`src/rtl/frc_pkg.sv`:
```
package frc_pkg;

  // Mode code that selects free-running operation
  localparam logic [2:0] MODE_FREE = 3'b101;

  // Register addresses
  localparam int ADR_CTRL     = 0;
  localparam int ADR_MODE     = 1;
  localparam int ADR_EDGE     = 2;
  localparam int ADR_CNT      = 3;
  localparam int ADR_CCR_BASE = 4;

  // Field positions
  localparam int RUN_BIT      = 7;
  localparam int ROLE_LSB     = 4;
  localparam int SEL_W        = 3;

  typedef enum logic [1:0] {
    EDGE_NONE = 2'b00,
    EDGE_RISE = 2'b01,
    EDGE_FALL = 2'b10,
    EDGE_BOTH = 2'b11
  } edge_sel_e;

endpackage

```
`src/rtl/frc_prescaler.sv`:
```
module frc_prescaler #(
  parameter int SEL_W = 3,
  localparam int DIV_W = (1 << SEL_W) - 1
) (
  input  logic             clk_i,
  input  logic             rst_ni,
  input  logic             en_i,
  input  logic [SEL_W-1:0] sel_i,
  output logic             tick_o
);

  logic [DIV_W-1:0] div_q, div_d;
  logic [DIV_W-1:0] mask;

  always_comb begin
    mask   = ~({DIV_W{1'b1}} << sel_i);
    tick_o = en_i && ((div_q & mask) == mask);
    div_d  = en_i ? div_q + 1'b1 : '0;
  end

  always_ff @(posedge clk_i or negedge rst_ni) begin
    if (!rst_ni) div_q <= '0;
    else         div_q <= div_d;
  end

endmodule

```
`src/rtl/frc_counter.sv`:
```
module frc_counter #(
  parameter int W = 16
) (
  input  logic         clk_i,
  input  logic         rst_ni,
  input  logic         en_i,
  input  logic         tick_i,
  output logic [W-1:0] cnt_o,
  output logic [W-1:0] cnt_nxt_o,
  output logic         wrap_o,
  output logic         ovf_o
);

  logic [W-1:0] cnt_q;
  logic         ovf_q;

  always_comb begin
    wrap_o = en_i && tick_i && (cnt_q == {W{1'b1}});
    if (!en_i)       cnt_nxt_o = '0;
    else if (tick_i) cnt_nxt_o = cnt_q + 1'b1;
    else             cnt_nxt_o = cnt_q;
  end

  always_ff @(posedge clk_i or negedge rst_ni) begin
    if (!rst_ni) begin
      cnt_q <= '0;
      ovf_q <= 1'b0;
    end else begin
      cnt_q <= cnt_nxt_o;
      ovf_q <= wrap_o;
    end
  end

  assign cnt_o = cnt_q;
  assign ovf_o = ovf_q;

endmodule

```
`src/rtl/frc_channel.sv`:
```
module frc_channel
  import frc_pkg::*;
#(
  parameter int W = 16
) (
  input  logic         clk_i,
  input  logic         rst_ni,
  input  logic         active_i,
  input  logic         tick_i,
  input  logic         wrap_i,
  input  logic [W-1:0] cnt_i,
  input  logic [W-1:0] cnt_nxt_i,
  input  logic         role_i,
  input  edge_sel_e    esel_i,
  input  logic         pin_i,
  input  logic         wr_i,
  input  logic [W-1:0] wdata_i,
  output logic [W-1:0] ccr_o,
  output logic         evt_o
);

  logic         sync1_q, sync2_q, prev_q;
  logic [W-1:0] ccr_q, ccr_d;
  logic [W-1:0] buf_q, buf_d;
  logic         evt_q, evt_d;
  logic         rise, fall, hit, cap, match;

  always_comb begin
    rise = sync2_q & ~prev_q;
    fall = ~sync2_q & prev_q;
    unique case (esel_i)
      EDGE_RISE: hit = rise;
      EDGE_FALL: hit = fall;
      EDGE_BOTH: hit = rise | fall;
      default:   hit = 1'b0;
    endcase
    cap   = active_i && role_i && hit;
    match = active_i && !role_i && tick_i && (cnt_nxt_i == buf_q);

    if (cap)       ccr_d = cnt_i;
    else if (wr_i) ccr_d = wdata_i;
    else           ccr_d = ccr_q;

    buf_d = (!active_i || wrap_i) ? ccr_q : buf_q;
    evt_d = cap | match;
  end

  always_ff @(posedge clk_i or negedge rst_ni) begin
    if (!rst_ni) begin
      sync1_q <= 1'b0;
      sync2_q <= 1'b0;
      prev_q  <= 1'b0;
      ccr_q   <= '0;
      buf_q   <= '0;
      evt_q   <= 1'b0;
    end else begin
      sync1_q <= pin_i;
      sync2_q <= sync1_q;
      prev_q  <= sync2_q;
      ccr_q   <= ccr_d;
      buf_q   <= buf_d;
      evt_q   <= evt_d;
    end
  end

  assign ccr_o = ccr_q;
  assign evt_o = evt_q;

endmodule

```
`src/rtl/frc_timer.sv`:
```
module frc_timer
  import frc_pkg::*;
#(
  parameter int CNT_W = 16,
  parameter int NCH   = 2,
  localparam int AW   = $clog2(ADR_CCR_BASE + NCH)
) (
  input  logic             clk_i,
  input  logic             rst_ni,
  input  logic             wr_en_i,
  input  logic [AW-1:0]    addr_i,
  input  logic [CNT_W-1:0] wdata_i,
  output logic [CNT_W-1:0] rdata_o,
  input  logic [NCH-1:0]   cap_i,
  output logic [NCH-1:0]   evt_o,
  output logic             ovf_o
);

  // reset: asserted asynchronously, released on the clock
  logic [1:0] rst_sync_q;
  logic       rst_n;

  always_ff @(posedge clk_i or negedge rst_ni) begin
    if (!rst_ni) rst_sync_q <= 2'b00;
    else         rst_sync_q <= {rst_sync_q[0], 1'b1};
  end
  assign rst_n = rst_sync_q[1];

  // configuration registers
  logic             run_q, run_d;
  logic [SEL_W-1:0] csel_q, csel_d;
  logic [2:0]       mode_q, mode_d;
  logic [NCH-1:0]   role_q, role_d;
  logic [2*NCH-1:0] esel_q, esel_d;
  logic             wr_ctrl, wr_mode, wr_edge;
  logic             active;

  always_comb begin
    wr_ctrl = wr_en_i && (addr_i == AW'(ADR_CTRL));
    wr_mode = wr_en_i && (addr_i == AW'(ADR_MODE));
    wr_edge = wr_en_i && (addr_i == AW'(ADR_EDGE));
    run_d   = wr_ctrl ? wdata_i[RUN_BIT]            : run_q;
    csel_d  = wr_ctrl ? wdata_i[SEL_W-1:0]          : csel_q;
    mode_d  = wr_mode ? wdata_i[2:0]                : mode_q;
    role_d  = wr_mode ? wdata_i[ROLE_LSB +: NCH]    : role_q;
    esel_d  = wr_edge ? wdata_i[2*NCH-1:0]          : esel_q;
  end

  always_ff @(posedge clk_i or negedge rst_n) begin
    if (!rst_n) begin
      run_q  <= 1'b0;
      csel_q <= '0;
      mode_q <= '0;
      role_q <= '0;
      esel_q <= '0;
    end else begin
      run_q  <= run_d;
      csel_q <= csel_d;
      mode_q <= mode_d;
      role_q <= role_d;
      esel_q <= esel_d;
    end
  end

  assign active = run_q && (mode_q == MODE_FREE);

  // count path
  logic             tick, wrap;
  logic [CNT_W-1:0] cnt_q, cnt_nxt;

  frc_prescaler #(.SEL_W(SEL_W)) u_presc (
    .clk_i  (clk_i),
    .rst_ni (rst_n),
    .en_i   (active),
    .sel_i  (csel_q),
    .tick_o (tick)
  );

  frc_counter #(.W(CNT_W)) u_cnt (
    .clk_i     (clk_i),
    .rst_ni    (rst_n),
    .en_i      (active),
    .tick_i    (tick),
    .cnt_o     (cnt_q),
    .cnt_nxt_o (cnt_nxt),
    .wrap_o    (wrap),
    .ovf_o     (ovf_o)
  );

  // channels
  logic [CNT_W-1:0] ccr [NCH];

  for (genvar c = 0; c < NCH; c++) begin : g_ch
    logic wr_c;
    assign wr_c = wr_en_i && (addr_i == AW'(ADR_CCR_BASE + c));

    frc_channel #(.W(CNT_W)) u_ch (
      .clk_i     (clk_i),
      .rst_ni    (rst_n),
      .active_i  (active),
      .tick_i    (tick),
      .wrap_i    (wrap),
      .cnt_i     (cnt_q),
      .cnt_nxt_i (cnt_nxt),
      .role_i    (role_q[c]),
      .esel_i    (edge_sel_e'(esel_q[2*c +: 2])),
      .pin_i     (cap_i[c]),
      .wr_i      (wr_c),
      .wdata_i   (wdata_i),
      .ccr_o     (ccr[c]),
      .evt_o     (evt_o[c])
    );
  end

  // read mux
  always_comb begin
    rdata_o = '0;
    if (addr_i == AW'(ADR_CTRL)) begin
      rdata_o[RUN_BIT]     = run_q;
      rdata_o[SEL_W-1:0]   = csel_q;
    end else if (addr_i == AW'(ADR_MODE)) begin
      rdata_o[2:0]             = mode_q;
      rdata_o[ROLE_LSB +: NCH] = role_q;
    end else if (addr_i == AW'(ADR_EDGE)) begin
      rdata_o[2*NCH-1:0] = esel_q;
    end else if (addr_i == AW'(ADR_CNT)) begin
      rdata_o = cnt_q;
    end else begin
      for (int i = 0; i < NCH; i++) begin
        if (addr_i == AW'(ADR_CCR_BASE + i)) rdata_o = ccr[i];
      end
    end
  end

endmodule

```
`config.mk`:
```
export PLATFORM = sky130hd
export DESIGN_NAME = frc_timer
export DESIGN_NICKNAME = d
export VERILOG_FILES = /design/src/rtl/frc_pkg.sv /design/src/rtl/frc_prescaler.sv /design/src/rtl/frc_counter.sv /design/src/rtl/frc_channel.sv /design/src/rtl/frc_timer.sv
export SDC_FILE = /design/constraint.sdc
export NUM_CORES = 1
export LEC_CHECK = 0
export ABC_CLOCK_PERIOD_IN_PS = 4300
export CORE_UTILIZATION = 50
export DETAILED_ROUTE_END_ITERATION = 7
export PLACE_DENSITY = 0.7
export SKIP_LAST_GASP = 1
export SYNTH_ARGS = -nofsm -noshare
export SYNTH_HDL_FRONTEND = slang
export SYNTH_SLANG_ARGS = --single-unit
```
`constraint.sdc`:
```
create_clock -name clk_i -period 4.3 [get_ports clk_i]
set_input_delay 0.86 -clock clk_i [delete_from_list [all_inputs] [get_ports clk_i]]
set_output_delay 0.86 -clock clk_i [all_outputs]
set_load 0.05 [all_outputs]
```
==> flow_summary.yaml, run 1 <==
outcome:
  status: "completed"
clock_tree:
  cts_setup_buffers: 0
  cts_buffer_depth: 2
  postCtsHoldBufs: 0
  htree_levels: 3
  cts_made_buffers: 9
  cts_root_buffer: "clkbuf_16"
  ctsResizeCount: 0
  cts_tree: "done"
  path_clk_slew_ns: 0.07
  clock_latency_ns: 0.35
  cts_num_sinks: 111
synthesis:
  synth_top_area_share: 0.469
  synth-seq-area-share: 0.469
  syn_nets: 602
  ys_ff_latch: 111
  yosysTopAreaCell: "dfrtp_1"
  synthCells: 572
  synthTopCellsByCount: "111 x dfrtp_1, 68 x nand2_1, 53 x mux2i_1"
  netlist_area_um2: 5920
  yosysMostFrequentCell: "dfrtp_1"
  ys_types: 56
  synth_edf_count: 0
  syn_area_per_cell_um2: 10.3
  synthTopCellsByArea: "dfrtp_1 47%, mux2i_1 9.0%, mux2_1 5.7%"
  async_flop_share: 1.00
  synth_flop_cell: "dfrtp_1"
  ys_warn_count: 0
global_routing:
  antenna_found_initial: 0
  grt_overflow_total: 0
  grt_max_degree: 82
  grt_pass1_vias: 4547
  grt_first_pass_wirelength_mm: 23.7
  gr-usage-all-layers: 0.246
routing:
  drc: 0
  first_pass_iters: 5
  drt_iter0_drc: 315
  vias: 4527
  avgRoutedWirePerCell_um: 19.0
  viasPerCell: 6.08
  final_antenna_net_count: 0
  totalWireLength_mm: 14.1
layout:
  final_cell_count_no_fill: 745
  fin_area_um2: 6860
  area_growth_pct: 15.9
  multiInputGateArea_um2: 2920
  final_layout_size_suffix_gt1_frac: 0.116
  fillerInstances: 954
  finish.net_count: 628
  regArea_um2: 2780
  n_antenna_cell: 0
sta:
  rsz0062_at_grt: "false"
  timing_max_transition_violations_final: 0
  finalHoldViolCount: 0
  setup_tns_ns: 0
  worst_pin_slew_ns: 1.25
  finalClockSkew_ns: 0.00862
  min_period_ns: 3.63
  finalCritPeriodShare: 0.843
  max-slew-margin-rel: 0.168
  final-setup-viol-count: 0
  fmax_ghz: 0.276
placed_design:
  place_congestion: 0.872
  io_buffers: 42
  placed_area_um2: 6600
  dp_hpwl_mm: 9.83
  dp.cells: 730
die:
  initial_core_util: 0.516
  fp.dieH_um: 111
  core_area_um2: 11500
  core.rowCount: 39
  die_w_um: 111
  dieArea_um2: 12300
  io_pins: 43
worst_setup_path:
  crit_path_top_delay_cell: "clkdlybuf4s50_1"
  crit_path_cell_trace: "clkdlybuf4s50_1 > mux2i_1 > nor2_1 > a31oi_1 > o221ai_1 > buf_12"
  worst_setup_path_end_kind: "primary output"
  crit_buf_inv: 2
  worstPathMaxFanout: 16
  crit_family: "buffers and inverters"
  cpPeakStageDelay_ns: 0.97
  critical_path_class: "input pin to primary output"
  crit_required_ns: 3.44
  cp.arrival_ns: 2.77
  startpoint_type: "input pin"
pwr:
  power_uw: 2970
  ir_drop_uv: 310
  p_per_area_nw_per_um2: 433
  power_leakage_uw: 0.00291
min_path:
  hold_class: "register to register"
job:
  maxCapViolCount: 0
## kinds of logic (layout without fill, tap and decap cells)
family,count (synthesis),after routing,share of synthesized area
simple gates,171,171,0.142
flops,111,111,0.469
mux,101,101,0.183
compound gates,98,98,0.101
buf+inv,50,80,0.0376
xor+xnor,34,34,0.0526
fa+ha+maj,6,6,0.0127
other cells,1,1,0.000634
## where the power goes
| group | switching [uW] | total [uW] | leakage, uW | internal, uW |
|---|---|---|---|---|
| Clock | 374 | 769 | 0.000130 | 395 |
| Combinational | 355 | 708 | 0.00143 | 353 |
| Sequential | 220 | 1490 | 0.00135 | 1270 |
## state kept, by name, indices dropped and copies added (netlist names)
| name | cells |
|---|---|
| g_ch.u_ch.buf_q | 32 |
| esel_q | 4 |
| mode_q | 3 |
| g_ch.u_ch.evt_o | 2 |
| run_q | 1 |
| u_cnt.ovf_o | 1 |
| u_cnt.cnt_o | 16 |
| g_ch.u_ch.ccr_o | 32 |
| role_q | 2 |
| g_ch.u_ch.prev_q | 2 |
| g_ch.u_ch.sync2_q | 2 |
| csel_q | 3 |
| g_ch.u_ch.sync1_q | 2 |
| rst_sync_q | 2 |
| u_presc.div_q | 7 |
## layout make-up
type	instances	share of cell area
Multi-Input combinational cell	411	0.426
Sequential cell	111	0.405
Timing Repair Buffer	51	0.0963
Clock buffer	11	0.0339
Tap cell	143	0.0261
Inverter	14	0.00766
Clock inverter	4	0.00456
## placed cells by master (no fill, tap or decap), types with 3 or more instances in the layout
cell type          n
a21o_1             3
a21oi_1            8
a21oi_2            3
a31oi_1            3
and2_1             3
and3_1            10
and4_1             3
buf_12            17
buf_4              8
clkbuf_16          9
clkdlybuf4s50_1   26
dfrtp_1          110
ha_1               6
inv_1             14
mux2_1            30
mux2_2            16
mux2i_1           53
nand2_1           68
nand2b_1           5
nand3_1           20
nand4_1            3
nor2_1            23
nor2b_1            3
nor3_1             6
nor4_1             8
o211ai_1           4
o21ai_0           51
o21ai_1            5
o221ai_1           3
o22ai_1            5
or3_1              4
or4_1              5
xnor2_1           20
xor2_1            13
## through the flow
stage / hold slack (ns) / worst slack, ns / utilization
after floorplan: 0.331 / 0.527 / -
after global placement: 0.336 / 0.763 / 0.575
after detailed placement: 0.340 / 0.707 / 0.575
after CTS: 0.357 / 0.708 / 0.598
after global routing: 0.372 / 0.528 / 0.598
final: 0.354 / 0.673 / 0.598
## worst paths after layout
check / start / end / slack [ns] / cells past startpoint
worst max-delay path: addr_i[0] / rdata_o[2] / 0.67 / 6
worst min-delay path: g_ch[0].u_ch.sync1_q / g_ch[0].u_ch.sync2_q / 0.35 / 0
worst max register to register: u_cnt.cnt_o[0] / g_ch[1].u_ch.evt_o / 1.38 / 9
worst min register to register: g_ch[0].u_ch.sync1_q / g_ch[0].u_ch.sync2_q / 0.35 / 0
max in group asynchronous: rst_sync_q[1] / g_ch[0].u_ch.ccr_o[15] / 2.80 / 1
min in group asynchronous: rst_sync_q[1] / g_ch[1].u_ch.sync1_q / 0.52 / 0
## per-layer routing
layer,wire length [um],global-route usage
met1,6200,0.332
met2,6890,0.397
met3,744,0.0448
met4,294,0.0889
met5,0,0
## worst reg2reg max path: cells and delay by family, from the launching register on
kind            cells  cell delay (ns)
simple gates        6             1.34
compound gates      2             0.62
flops               1             0.59
fa+ha+maj           1             0.31
(Power assumes the default switching activity.)
==> run 2: changes to the inputs <==
--- a/config.mk
+++ b/config.mk
@@ -5,7 +5,7 @@
 export SDC_FILE = /design/constraint.sdc
 export NUM_CORES = 1
 export LEC_CHECK = 0
-export ABC_CLOCK_PERIOD_IN_PS = 4300
+export ABC_CLOCK_PERIOD_IN_PS = 3400
 export CORE_UTILIZATION = 50
 export DETAILED_ROUTE_END_ITERATION = 7
 export PLACE_DENSITY = 0.7
==> constraint.sdc (replaced) <==
create_clock -name clk_i -period 3.4 [get_ports clk_i]
set_input_delay 0.68 -clock clk_i [delete_from_list [all_inputs] [get_ports clk_i]]
set_output_delay 0.68 -clock clk_i [all_outputs]
set_load 0.05 [all_outputs]
==> run 2 against run 1 <==
Compared with the run above:
- wire length about the same
- non-clock buffer count increased by 3
- sequential cell count unchanged
- highest routed layer unchanged
- register-to-register slack got worse by 0.96 ns
- clock-buffer cell count unchanged
- final area increased by 1.4%
- power increased by 31%
- critical path type unchanged
- worst hold slack got worse by 0.0014 ns
- clock skew about the same
- utilization increased by 0.86 points
- cell count increased by 0.54%
==> flow_summary.yaml, run 2 (synthesis results as in run 1) <==
global_routing:
  grt_max_degree: 64
  grt_overflow_total: 0
  antenna_found_initial: 0
  grtUsageMet1: 0.345
  grt.met2_usage: 0.384
  top_usage_layer: "met2"
  use_met3: 0.0372
  gr-usage-all-layers: 0.244
  grt_first_pass_wirelength_mm: 23.5
  grt_pass1_vias: 4500
worst_setup_path:
  startpoint_type: "input pin"
  critical_path_class: "input pin to primary output"
  cp.arrival_ns: 2.33
  rr_worst_depth: 9
  worst_setup_path_end_kind: "primary output"
  crit_required_ns: 2.72
  worstPathMaxFanout: 9
layout:
  n_antenna_cell: 0
  final_layout_size_suffix_gt1_frac: 0.125
  finish.net_count: 631
  area_growth_pct: 17.6
  fin_area_um2: 6960
  final_cell_mix: "110 x dfrtp_1, 68 x nand2_1, 53 x mux2i_1"
  final_common_cell: "dfrtp_1"
  utilization: 0.607
clock_tree:
  cts_buffer_depth: 2
  cts_num_sinks: 111
  cts_tree: "done"
  cts_made_buffers: 9
  postCtsHoldBufs: 0
  htree_levels: 3
  ctsResizeCount: 0
  cts_setup_buffers: 0
  clock_latency_ns: 0.35
  path_clk_slew_ns: 0.07
  cts_root_buffer: "clkbuf_16"
sta:
  rsz0062_at_grt: "false"
  final-setup-viol-count: 0
  finalCritPeriodShare: 0.886
  worst_pin_slew_ns: 0.839
  finalHoldViolCount: 0
  max-slew-margin-rel: 0.440
  fmax_ghz: 0.332
  setup_tns_ns: 0
  timing_max_transition_violations_final: 0
  min_period_ns: 3.01
  finalClockSkew_ns: 0.00822
routing:
  avgRoutedWirePerCell_um: 18.9
  drc: 0
  vias: 4480
  first_pass_iters: 5
  viasPerCell: 5.98
  final_antenna_net_count: 0
  totalWireLength_mm: 14.1
  drt_iter0_drc: 416
min_path:
  hold_depth: 0
  hold_class: "register to register"
die:
  core.rowCount: 39
  die_w_um: 111
  initial_core_util: 0.516
  dieArea_um2: 12300
  core_area_um2: 11500
  io_pins: 43
  fp.dieH_um: 111
outcome:
  status: "completed"
pwr:
  ir_drop_uv: 350
  seqPwrFrac: 0.483
  comb_power_share: 0.234
  p_clk_frac: 0.283
  internal_power_uw: 2680
  power_switching_share: 0.311
  p_per_area_nw_per_um2: 559
  power_leakage_uw: 0.00296
  p_switching_uw: 1210
  power_uw: 3890
placed_design:
  dp_hpwl_mm: 9.91
  io_buffers: 42
  place_congestion: 0.843
  placed_area_um2: 6640
job:
  maxCapViolCount: 0
[run 2: critical path, cell delays in order]
cell and delay [ns]:
clkdlybuf4s50_1 0.66, buf_4 0.22, nand2_1 0.05, nor2_1 0.09, buf_4 0.19, nand2_1 0.08, o21ai_0 0.16, buf_12 0.19
[run 2: path summary, 6_finish.rpt]
| check | start | endpoint | slack, ns |
|---|---|---|---|
| setup / recovery | addr_i[1] | rdata_o[9] | 0.39 |
| hold / removal | g_ch[0].u_ch.sync1_q | g_ch[0].u_ch.sync2_q | 0.35 |
| setup reg to reg | u_cnt.cnt_o[0] | g_ch[1].u_ch.evt_o | 0.42 |
| hold reg to reg | g_ch[0].u_ch.sync1_q | g_ch[0].u_ch.sync2_q | 0.35 |
| max in group asynchronous | rst_sync_q[1] | g_ch[0].u_ch.ccr_o[8] | 2.23 |
| min in group asynchronous | rst_sync_q[1] | g_ch[1].u_ch.sync2_q | 0.44 |
[run 2: cell type report]
type,count,area [um2]
Sequential cell,111,2780
Clock buffer,11,253
Multi-Input combinational cell,411,2920
Timing Repair Buffer,54,708
Inverter,14,52.6
Tap cell,143,179
Fill cell,952,4510
Clock inverter,5,62.6
[run 2: routing by layer]
metal | share of wire | wire, um
met4 | 0.024 | 338
met3 | 0.067 | 944
met5 | 0 | 0
met1 | 0.44 | 6250
met2 | 0.47 | 6590
[run 2: power by group through the flow]
stage,Sequential (uW),Clock (uW),Combinational [uW]
final,1880,1100,910
after floorplan,1810,0,630
after global routing,1920,1160,995
after global placement,1890,0,877
after CTS,1880,1120,913
after detailed placement,1900,0,907
[run 2: metrics by stage]
stage	hold WS (ns)	setup WS [ns]	cells
3_3_place_gp	0.334	0.421	733
4_1_cts	0.355	0.370	749
5_1_grt	0.373	0.277	749
3_5_place_dp	0.337	0.375	733
2_1_floorplan	0.331	0.0541	572
6_report	0.352	0.387	749
==> run 3: changes to the inputs <==
--- a/config.mk
+++ b/config.mk
@@ -6,6 +6,7 @@
 export NUM_CORES = 1
 export LEC_CHECK = 0
 export ABC_CLOCK_PERIOD_IN_PS = 3400
+export CORE_MARGIN = 2
 export CORE_UTILIZATION = 50
 export DETAILED_ROUTE_END_ITERATION = 7
 export PLACE_DENSITY = 0.7
==> run 3 against run 2 <==
Compared with the run above:
- first-iteration DRC count fell by 24%
- wire length rose by 1.1%
- combinational power rose by 0.4%
- sequential power barely moved
- via count rose by 0.85%
- largest cell class unchanged
- maximum frequency fell by 0.53%
- worst hold slack improved by 0.0024 ns
- sequential cell count did not move
- critical endpoint is now rdata_o[6]
==> flow_summary.yaml, run 3 (synthesis results as in run 1) <==
worst_setup_path:
  cp.arrival_ns: 2.35
  worst_setup_path_end_kind: "primary output"
  rr_endpoint: "g_ch[1].u_ch.evt_o"
  rr_worst_depth: 8
  crit_buf_inv: 4
  endpoint: "rdata_o[6]"
  crit_path_top_delay_cell: "clkdlybuf4s50_1"
  crit_family: "buffers and inverters"
  crit_path_cell_trace: "clkdlybuf4s50_1 > buf_4 > nand2_1 > nor2_1 > buf_4 > nand2_1 > o21ai_0 > buf_12"
  ff2ff_setup_slack_ns: 0.49
  worstPathMaxFanout: 9
  regToRegStartpoint: "csel_q[2]"
  cp_num_cells: 8
  critical_path.startpoint: "addr_i[1]"
  critical_path_class: "input pin to primary output"
  crit_required_ns: 2.72
  startpoint_type: "input pin"
  cpPeakStageDelay_ns: 0.65
clock_tree:
  cts_made_buffers: 9
  path_clk_slew_ns: 0.08
  cts_buffer_depth: 2
  cts_num_sinks: 111
  cts_setup_buffers: 0
  cts_root_buffer: "clkbuf_16"
  cts_tree: "done"
  ctsResizeCount: 0
  clock_latency_ns: 0.35
  postCtsHoldBufs: 0
  htree_levels: 3
routing:
  drt_iter0_drc: 318
  viasPerCell: 6.02
  totalWireLength_mm: 14.3
  vias: 4518
  avgRoutedWirePerCell_um: 19.0
  first_pass_iters: 5
  drc: 0
  final_antenna_net_count: 0
sta:
  finalCritPeriodShare: 0.891
  finalClockSkew_ns: 0.00814
  max-slew-margin-rel: 0.425
  fmax_ghz: 0.330
  min_period_ns: 3.03
  setup_tns_ns: 0
  worst_pin_slew_ns: 0.863
  finalHoldWorstSlack_ns: 0.355
  rsz0062_at_grt: "false"
  final-setup-viol-count: 0
  timing_max_transition_violations_final: 0
  finalHoldViolCount: 0
global_routing:
  grt_overflow_total: 0
  gr-usage-all-layers: 0.234
  grt_first_pass_wirelength_mm: 23.6
  grt_max_degree: 68
  grt_pass1_vias: 4532
  antenna_found_initial: 0
placed_design:
  io_buffers: 42
  dp_hpwl_mm: 9.98
  place_congestion: 0.914
die:
  dieArea_um2: 12700
  core.rowCount: 39
  initial_core_util: 0.516
  die_w_um: 113
  core_area_um2: 11500
  io_pins: 43
  fp.dieH_um: 113
layout:
  final_cell_mix: "110 x dfrtp_1, 68 x nand2_1, 53 x mux2i_1"
  finish.net_count: 633
  multiInputGateArea_um2: 2920
  final_layout_size_suffix_gt1_frac: 0.128
  regArea_um2: 2780
  fillerInstances: 935
  n_antenna_cell: 0
  utilization: 0.603
  final_common_cell: "dfrtp_1"
  area_growth_pct: 16.9
pwr:
  p_per_area_nw_per_um2: 552
  ir_drop_uv: 321
  power_leakage_uw: 0.00294
  power_uw: 3820
outcome:
  status: "completed"
job:
  maxCapViolCount: 0
min_path:
  hold_class: "register to register"
-- run 3: cell type report --
class,count,share of cell area
repair buffers,56,0.101
inverters,14,0.00759
clock buffers,9,0.0325
multi-input cells,411,0.422
flip-flops and latches,111,0.402
clock inverters,7,0.00886
well taps,143,0.0259
-- run 3: report_power, final --
group	switching [uW]	internal (uW)
logic	460	453
registers	265	1610
clock network	519	512
total	1250	2570
-- run 3: layer usage --
| layer | share of wire | GRT usage | vias up |
|---|---|---|---|
| met5 | 0 | 0 | - |
| met1 | 0.45 | 0.333 | 2243 |
| met3 | 0.056 | 0.0289 | 20 |
| met4 | 0.015 | 0.0593 | 0 |
| li1 | - | - | 2093 |
| met2 | 0.48 | 0.385 | 162 |
-- run 3: worst min-delay path by stage --
stage / startpoint / end / cells after the start
2_1_floorplan: g_ch[0].u_ch.sync1_q / g_ch[0].u_ch.sync2_q / 0
3_3_place_gp: g_ch[1].u_ch.sync1_q / g_ch[1].u_ch.sync2_q / 0
3_5_place_dp: rst_sync_q[0] / rst_sync_q[1] / 0
4_1_cts: g_ch[0].u_ch.sync1_q / g_ch[0].u_ch.sync2_q / 0
5_1_grt: g_ch[0].u_ch.sync1_q / g_ch[0].u_ch.sync2_q / 0
6_report: g_ch[0].u_ch.sync1_q / g_ch[0].u_ch.sync2_q / 0
-- run 3: per-stage QoR --
step	setup slack [ns]	cell area [um2]	cells
floorplan	0.0541	5920	572
global placement	0.432	6630	735
detailed placement	0.386	6630	735
CTS	0.369	6920	751
global route	0.270	6920	751
finish	0.371	6920	751
